==> src/rtl/fts_pkg.sv <==
package fts_pkg;
  localparam int unsigned LANE_W = 9;

  // low burst address bits from start bits and 2-bit count
  function automatic logic [1:0] burst_off(input logic [1:0] start,
                                           input logic [1:0] cnt,
                                           input logic       ilv);
    return ilv ? (start ^ cnt) : (start + cnt);
  endfunction
endpackage

==> src/rtl/fts_burst_ctr.sv <==
module fts_burst_ctr #(
  parameter int unsigned ADDR_W = 6
) (
  input  logic              clk_i,
  input  logic              rst_ni,
  input  logic              hold_i,
  input  logic              load_i,
  input  logic              sel_i,
  input  logic [ADDR_W-1:0] addr_i,
  input  logic              step_ni,
  input  logic              ilv_i,
  output logic [ADDR_W-1:0] cur_addr_o,
  output logic              active_o
);
  import fts_pkg::*;

  logic [ADDR_W-1:0] base_q;
  logic [1:0]        cnt_q;
  logic              active_q;

  always_ff @(posedge clk_i or negedge rst_ni) begin
    if (!rst_ni) begin
      base_q   <= '0;
      cnt_q    <= '0;
      active_q <= 1'b0;
    end else if (!hold_i) begin
      if (load_i) begin
        base_q   <= addr_i;
        cnt_q    <= '0;
        active_q <= sel_i;
      end else if (active_q && !step_ni) begin
        cnt_q <= cnt_q + 2'd1;
      end
    end
  end

  assign cur_addr_o = {base_q[ADDR_W-1:2], burst_off(base_q[1:0], cnt_q, ilv_i)};
  assign active_o   = active_q;
endmodule

==> src/rtl/fts_lane_dec.sv <==
module fts_lane_dec #(
  parameter int unsigned LANES = 2
) (
  input  logic             wr_all_ni,
  input  logic             wr_en_ni,
  input  logic [LANES-1:0] lane_we_ni,
  output logic [LANES-1:0] lane_mask_o
);
  always_comb begin
    if (!wr_all_ni)     lane_mask_o = '1;
    else if (!wr_en_ni) lane_mask_o = ~lane_we_ni;
    else                lane_mask_o = '0;
  end
endmodule

==> src/rtl/fts_array.sv <==
module fts_array #(
  parameter int unsigned ADDR_W = 6,
  parameter int unsigned LANES  = 2
) (
  input  logic                              clk_i,
  input  logic [LANES-1:0]                  we_i,
  input  logic [ADDR_W-1:0]                 addr_i,
  input  logic [LANES*fts_pkg::LANE_W-1:0]  wdata_i,
  output logic [LANES*fts_pkg::LANE_W-1:0]  rdata_o
);
  import fts_pkg::*;
  localparam int unsigned DEPTH = 1 << ADDR_W;

  for (genvar g = 0; g < LANES; g++) begin : g_lane
    logic [LANE_W-1:0] mem [DEPTH];

    always_ff @(posedge clk_i) begin
      if (we_i[g]) mem[addr_i] <= wdata_i[g*LANE_W +: LANE_W];
    end

    assign rdata_o[g*LANE_W +: LANE_W] = mem[addr_i];
  end
endmodule

==> src/rtl/fts_sram.sv <==
module fts_sram #(
  parameter int unsigned ADDR_W = 6,
  parameter int unsigned LANES  = 2
) (
  input  logic                             clk_i,
  input  logic                             rst_ni,
  input  logic [ADDR_W-1:0]                addr_i,
  input  logic                             cs1_ni,
  input  logic                             cs2_i,
  input  logic                             cs3_ni,
  input  logic                             cpu_strobe_ni,
  input  logic                             ctl_strobe_ni,
  input  logic                             step_ni,
  input  logic                             ilv_i,
  input  logic                             wr_all_ni,
  input  logic                             wr_en_ni,
  input  logic [LANES-1:0]                 lane_we_ni,
  input  logic [LANES*fts_pkg::LANE_W-1:0] wdata_i,
  input  logic                             oe_ni,
  input  logic                             sleep_i,
  output logic [LANES*fts_pkg::LANE_W-1:0] rdata_o,
  output logic                             dq_oe_o
);
  import fts_pkg::*;
  localparam int unsigned DATA_W = LANES * LANE_W;

  logic              sel, load, active;
  logic [ADDR_W-1:0] cur_addr;
  logic [LANES-1:0]  lane_mask, lane_we;
  logic [DATA_W-1:0] arr_q;

  assign sel  = !cs1_ni && cs2_i && !cs3_ni;
  // processor strobe is gated by the first chip select
  assign load = (!cpu_strobe_ni && !cs1_ni) || !ctl_strobe_ni;

  fts_burst_ctr #(.ADDR_W(ADDR_W)) u_ctr (
    .clk_i      (clk_i),
    .rst_ni     (rst_ni),
    .hold_i     (sleep_i),
    .load_i     (load),
    .sel_i      (sel),
    .addr_i     (addr_i),
    .step_ni    (step_ni),
    .ilv_i      (ilv_i),
    .cur_addr_o (cur_addr),
    .active_o   (active)
  );

  fts_lane_dec #(.LANES(LANES)) u_dec (
    .wr_all_ni   (wr_all_ni),
    .wr_en_ni    (wr_en_ni),
    .lane_we_ni  (lane_we_ni),
    .lane_mask_o (lane_mask)
  );

  assign lane_we = (active && !sleep_i) ? lane_mask : '0;

  fts_array #(.ADDR_W(ADDR_W), .LANES(LANES)) u_arr (
    .clk_i   (clk_i),
    .we_i    (lane_we),
    .addr_i  (cur_addr),
    .wdata_i (wdata_i),
    .rdata_o (arr_q)
  );

  assign dq_oe_o = active && !oe_ni && !sleep_i;
  assign rdata_o = dq_oe_o ? arr_q : '0;
endmodule

==> config.mk <==
export PLATFORM = sky130hd
export DESIGN_NAME = fts_sram
export DESIGN_NICKNAME = d
export VERILOG_FILES = /design/src/rtl/fts_pkg.sv /design/src/rtl/fts_burst_ctr.sv /design/src/rtl/fts_lane_dec.sv /design/src/rtl/fts_array.sv /design/src/rtl/fts_sram.sv
export SDC_FILE = /design/constraint.sdc
export NUM_CORES = 1
export LEC_CHECK = 0
export ABC_CLOCK_PERIOD_IN_PS = 3890
export BUFFER_PORTS_ARGS = -buffer_cell sky130_fd_sc_hd__buf_2
export CAP_MARGIN = 40
export CORE_UTILIZATION = 43
export DETAILED_ROUTE_END_ITERATION = 8
export REMOVE_ABC_BUFFERS = 1
export SLEW_MARGIN = 20
export SYNTH_ARGS = -nofsm -noshare
export SYNTH_HDL_FRONTEND = slang
export SYNTH_SLANG_ARGS = --single-unit
==> constraint.sdc <==
create_clock -name clk_i -period 3.89 [get_ports clk_i]
set_clock_uncertainty 0.05 [all_clocks]
set_input_delay 0.1945 -clock clk_i [delete_from_list [all_inputs] [get_ports clk_i]]
set_output_delay 0.1945 -clock clk_i [all_outputs]
set_load 0.05 [all_outputs]
== Yosys cells after proc, flatten, opt, wreduce, memory -nomap -nowiden ==
Memory sizes are Yosys's and may differ from the RTL's.
Index checks and enable logic that the tools add are counted.
Operators by class
  $lt $le $gt $ge: 0
  bitwise gates (word level): 3
  divide/modulo/power cells: 0
  equal/unequal tests: 0
  add/subtract/negate cells: 2
  shifts and indexed selects: 0
  multipliers: 0
  reduce and logical (&&, ||, !) cells: 18
  mux-type cells: 11
Operators by type and width (number)
  $mux W18: 1
  $mux W2: 6
  $logic_and A1 B1 Y1: 7
  $logic_not A1 Y1: 7
  $mux W1: 4
  $reduce_and A2 Y1: 2
  $add A2 B1 Y2 const B: 1
  $add A2 B2 Y2: 1
  $not A2 Y2: 1
  $reduce_bool A2 Y1: 1
  $xor A2 B2 Y2: 1
  $logic_or A1 B1 Y1: 1
  $not A1 Y1: 1
Word-level totals
  register bits: 9
  memories: 2
  input port bits: 39
  output and inout port bits: 19
  ROM bits: 0
  bits in latches: 0
  word-level logic and storage cells: 39
  bits in writable memories: 1152
Memory list
  u_arr.g_lane[0].mem: depth 64, width 9, rd ports 1, clocked after memory_dff 0, write ports 1, RTL line fts_array.sv:15  | logic [LANE_W-1:0] mem [DEPTH];
  u_arr.g_lane[1].mem: depth 64, width 9, rd ports 1, clocked after memory_dff 0, write ports 1, RTL line fts_array.sv:15

== Depth between registers and ports, before layout ==
  depth after elaboration: 6
  depth in mapped cells: 12
  mapped depth without buffers: 8

== Cells and area by module ==
A second synthesis with hierarchy kept.
Unflattened totals
  cells, all modules: 2672
  area, all modules: 45290.9 µm²
Modules (own cells, without submodules)
  fts_array: cells an instance 2606, times used 1, seq. area each 34593.2 µm², area each 44525.2 µm²
  fts_burst_ctr: cells an instance 36, times used 1, seq. area each 225.2 µm², area each 478.0 µm²
  fts_sram: cells an instance 28, times used 1, seq. area each 0.0 µm², area each 277.8 µm²
  fts_lane_dec: cells an instance 2, times used 1, seq. area each 0.0 µm², area each 10.0 µm²

== Worst setup path before layout ==
OpenSTA, ideal clock, no wires.
  path kind: register to output
  start point: register u_ctr.cnt_q[0]
  end point: output rdata_o[17] (netlist bit)
  cell stages (with the launch flop): 11
  buffers on the path: 5
  slack: -870 ps
  arrival: 4515 ps
  cell sequence: dfrtp_1 > ha_1 > buf_4 > buf_4 > buf_2 > buf_2 > buf_2 > a2111oi_0 > a41oi_1 > nand4_1 > a2111oi_0
On the way
  longest elaborated chain between the ends: 4
RTL lines
  start: declaration: RTL line fts_burst_ctr.sv:18  | logic [1:0] cnt_q;
  start signal: assignment: RTL line fts_burst_ctr.sv:32  | cnt_q <= cnt_q + 2'd1;
  $add A2 B2 Y2 or $xor A2 B2 Y2 (tied branches): RTL line fts_pkg.sv:8  | return ilv ? (start ^ cnt) : (start + cnt);
  $mux W2 (*): RTL line fts_pkg.sv:8
  $mem_v2 Z64 W9 (*)
  $mux W18 (*): RTL line fts_sram.sv:67  | assign rdata_o = dq_oe_o ? arr_q : '0;
  end: declaration: RTL line fts_sram.sv:21  | output logic [LANES*fts_pkg::LANE_W-1:0] rdata_o,
Every way passes the cells marked *; elsewhere a longest branch is shown, timed or not.

== Worst setup path in the final report ==
  start point: register u_ctr.base_q[1]
  end point: output rdata_o[0] (netlist bit)
On the way
  longest elaborated chain between the ends: 4
RTL lines
  start: declaration: RTL line fts_burst_ctr.sv:17  | logic [ADDR_W-1:0] base_q;
  start signal: assignment: RTL line fts_burst_ctr.sv:28  | base_q <= addr_i;
  $add A2 B2 Y2 or $xor A2 B2 Y2 (tied branches): RTL line fts_pkg.sv:8
  $mux W2 (*): RTL line fts_pkg.sv:8
  $mem_v2 Z64 W9 (*)
  $mux W18 (*): RTL line fts_sram.sv:67
Marks and branches as above.

==> impl_summary.log <==
[metrics] violations in the final reports: setup timing
[metrics] worst voltage drop across the vdd grid: 0.401 mV
[metrics] reported leakage power: 17.6 nW
[metrics] slowest stage delay, CP: around 440 ps
[metrics] Setup CP Type: flip-flop to output pin
[metrics] startpoint of the most critical hold path: wdata_i[15]
[metrics] Setup Slack @ Placement: 94.6 ps
[metrics] Total Power Consumption: around 0.029 W
[metrics] antenna diode count: 0
[metrics] Worst Hold Path EP: u_arr.g_lane[1].mem[30][6]
[metrics] clock tree buffer depth: 3
[metrics] WL/cell: just under 30 um
[metrics] largest fanout on the critical path: 5
[metrics] storage element area: 34800 sq um
[metrics] Area growth syn-to-layout: 19.9%
[metrics] register bit total from synthesis: 1161
[metrics] share of cells above drive strength 1: 0.295
[metrics] proportion of register bits with asynchronous set or reset after synthesis: 0.00775
[metrics] most used flip-flop cell after synthesis: edfxtp_1
[metrics] post-route ant nets: 0
[metrics] wirelength, routed: roughly 120000 um
[metrics] Final Core Density: 0.521
[metrics] Synthesis Warnings: 0
[metrics] power per cell area: roughly 540 nW/um^2
[metrics] starting utilization of the core area: 0.434
[metrics] number of max-slew violations in the final report: 0
[metrics] per-instance average area after synthesis: roughly 19 sq um
[metrics] Die Footprint: 106000 sq um
[metrics] core footprint: 104000 sq um
[metrics] CP startpoint: u_ctr.base_q[1]
[metrics] CP Cell Sequence: xor2_4, xnor2_4, buf_12, buf_16, buf_12, buf_16, mux4_2, nor2_4, nor4_2, buf_4, nand4_1, nor3_2, buf_4, buf_12
[metrics] unrepaired setup endpoints after global routing: true
[metrics] number of synthesized flops with an enable pin: around 1200
[metrics] category of cells accounting for the largest share of critical-path delay: buffers and inverters
[metrics] required time of the critical path: 3650 ps
[metrics] share of the synthesized area in the top cell type: 0.769
[metrics] worst slew pin tran: 865 ps
[metrics] total negative slack: -18.6 ps
[metrics] global-route usage over all layers: 0.233
[metrics] depth of the worst hold-timing path: 1
[metrics] Synth cell types: 55
[metrics] clock network latency to the later pin of the worst-skew pair: 690 ps
[metrics] H-tree depth reported by CTS: 3
[metrics] total standard cell area after synthesis: 45000 sq um
[metrics] CP most frequent cell: buf_12
[metrics] R2R depth: 11
[metrics] standard-cell row count: ~120
[metrics] total via count after detailed routing: between 20000 and 30000
[metrics] final-report setup violation count: 2
[metrics] part of the Yosys area used for sequential elements: 0.774
[metrics] # IOs: 58
[metrics] RePlAce Congestion: 0.864
[metrics] reg2reg start: u_ctr.base_q[1]
[metrics] wire length of the first global-routing pass: ~180000 um
[metrics] top cells by area in the synthesized netlist: edfxtp_1 77%, mux4_2 11%, nand2_1 1.9%
[metrics] setup slack, reg-to-reg: 650 ps
[metrics] residual overflow from global routing: 0
[metrics] outcome: complete, but fails checks
[metrics] Fin. Hold Viols: 0
[metrics] initial antenna violation count: 4
[metrics] number of clock buffers inserted by TritonCTS: 111
[metrics] library cell used as clock root buffer: clkbuf_16
[metrics] type of the worst min-delay path: input port to flip-flop
[metrics] biggest area consumer among synthesized cells: edfxtp_1
[metrics] largest net degree at the start of global routing: 70
[metrics] post-route minimum period: 3910 ps
[metrics] data arrival time of the critical path: 3660 ps
[metrics] sinks on the clock net: 1161
[metrics] number of global-route vias before repair: 25049
[metrics] number of nets in the final layout: 2827
[metrics] worst setup margin: -18.4 ps
[metrics] Via density: 5.92
[metrics] capturing point of the worst reg2reg path: u_arr.g_lane[1].mem[57][4]
[metrics] clock slew seen by the registers of the worst setup and hold paths: 60 ps
[metrics] number of max-capacitance violations reported: 0
[metrics] kind of capture point of the worst setup path: output pin
[metrics] area used by multi-input combinational logic: 9830 sq um
[metrics] cell count after synthesis: between 2000 and 2500
[metrics] Horiz. Die Dim: 325 um
[metrics] worst path bufs/invs: 7
[metrics] maximum frequency from static timing analysis: 0.256 GHz
[metrics] vertical die dimension: 325 um
[metrics] estimated wirelength of the detail-placed design: 78900 um
[metrics] first drt pass iteration count: 5
[metrics] count of input and output buffers: 57
[metrics] clock tree from TritonCTS: done
[metrics] post-route clock period utilization: 1.00
[metrics] total of fill cells in the finished design: around 8300
[metrics] Max-slew headroom: 0.421
[metrics] residual DRC count: 0
[metrics] initial detailed-routing violation count: 2888
[metrics] crit path launch type: flip-flop
[metrics] CP max-delay cell: dfrtp_2
[per-layer routing]
metal	part of all wire	vias to the layer above	track usage
met1	0.40	13193	0.322
met5	0.00022	-	0
met2	0.48	1316	0.376
met4	0.035	4	0.0738
met3	0.088	234	0.0440
li1	-	10467	-
[Yosys cell counts, drive strengths merged (3+ instances only)]
cell type	count
or3	3
a221oi	3
a2111oi	4
mux2	19
nor2b	7
edfxtp	1152
a21oi	6
a32oi	6
and2	5
o21a	4
buf	81
or2	4
o22ai	72
a31oi	38
nand2	231
a21o	6
and3	12
or4	3
mux2i	29
clkbuf	48
o21ai	25
o311ai	4
o211ai	7
mux4	221
a211oi	15
nand2b	5
nand4	22
nor4	9
o221ai	6
nor2	194
nand3	64
nor3	36
inv	10
a311o	3
dfrtp	9
[worst max path at each step]
stage	endpoint	slack, ps	cells after the start
6_report	rdata_o[0]	-20	14
3_5_place_dp	rdata_o[2]	90	13
4_1_cts	rdata_o[2]	-20	12
2_1_floorplan	rdata_o[16]	-12490	8
3_3_place_gp	rdata_o[17]	-240	9
5_1_grt	rdata_o[2]	-80	13
[stage by stage]
| stage | hold slack (ps) | cell area, sq um | std cells |
|---|---|---|---|
| 2_1_floorplan | -151 | 44400 | 2253 |
| 3_3_place_gp | 31.9 | 48700 | 3948 |
| 3_5_place_dp | 45.0 | 48900 | 3969 |
| 4_1_cts | 13.8 | 53400 | 4224 |
| 5_1_grt | 28.7 | 54000 | 4259 |
| 6_report | 18.6 | 54000 | 4259 |
[placed cells by master, fill, tap and decap left out, drive strengths merged, types with 4 or more instances in the layout]
cell type | Yosys | routed
and3 | 12 | 12
o22ai | 72 | 72
inv | 10 | 11
nand2 | 231 | 231
nor4 | 9 | 9
nand2b | 5 | 5
a32oi | 6 | 6
nor2b | 7 | 7
clkbuf | 48 | 137
dfrtp | 9 | 9
o211ai | 7 | 7
and2 | 5 | 5
clkinvlp | 0 | 5
o221ai | 6 | 6
nand3 | 64 | 64
mux2 | 19 | 19
edfxtp | 1152 | 1152
o311ai | 4 | 4
buf | 81 | 385
a2111oi | 4 | 4
mux4 | 221 | 221
clkinv | 1 | 60
nor2 | 194 | 194
nor3 | 36 | 36
dlygate4sd3 | 0 | 24
o21a | 4 | 4
a21oi | 6 | 6
o21ai | 25 | 25
or2 | 4 | 4
nand4 | 22 | 22
a211oi | 15 | 15
bufinv | 0 | 12
mux2i | 29 | 29
a21o | 6 | 6
a31oi | 38 | 38
[power by group]
part	switching [W]	leakage (nW)	internal, W
registers	0.0000332	10.5	0.0138
clock network	0.00457	1.75	0.00611
logic	0.00259	5.42	0.00194
total	0.00720	17.6	0.0218
[what timing repair did]
item	4_1_cts	5_1_grt
gates resized for setup	57	53
pin swaps	11	18
endpoints found under the setup margin	18	18
endpoints found under the hold margin	105	56
buffers inserted	22	23
cloned	7	5
hold buffers	22	2
[cell type report]
class	count	area share
Clock buffer	128	0.0538
Clock inverter	77	0.0125
Inverter	11	0.000835
Multi-Input combinational cell	1081	0.182
Sequential cell	1161	0.645
Tap cell	1380	0.0320
Timing Repair Buffer	421	0.0732
[state kept, by name (all words and copies together), names as in the netlist]
register and count:
u_arr.g_lane.mem 1152, u_ctr.base_q 6, u_ctr.cnt_q 2, u_ctr.active_o 1
[worst reg2reg max path, delay by kind of cell, from the launching register on]
family        cells  cell delay, ps
xor+xnor          2             370
simple gates      3             930
flops             1             440
buf+inv           6            1150
[kinds of logic (layout without fill, tap and decap cells)]
logic type / after synthesis / after routing / share of synthesized area
fa+ha+maj: 1 / 1 / 0.000278
mux: 269 / 269 / 0.122
compound gates: 209 / 209 / 0.0313
buf+inv: 140 / 637 / 0.0142
xor+xnor: 3 / 3 / 0.00117
simple gates: 599 / 599 / 0.0573
flops: 1161 / 1161 / 0.774
No activity file was read; power rests on OpenSTA's default activity.
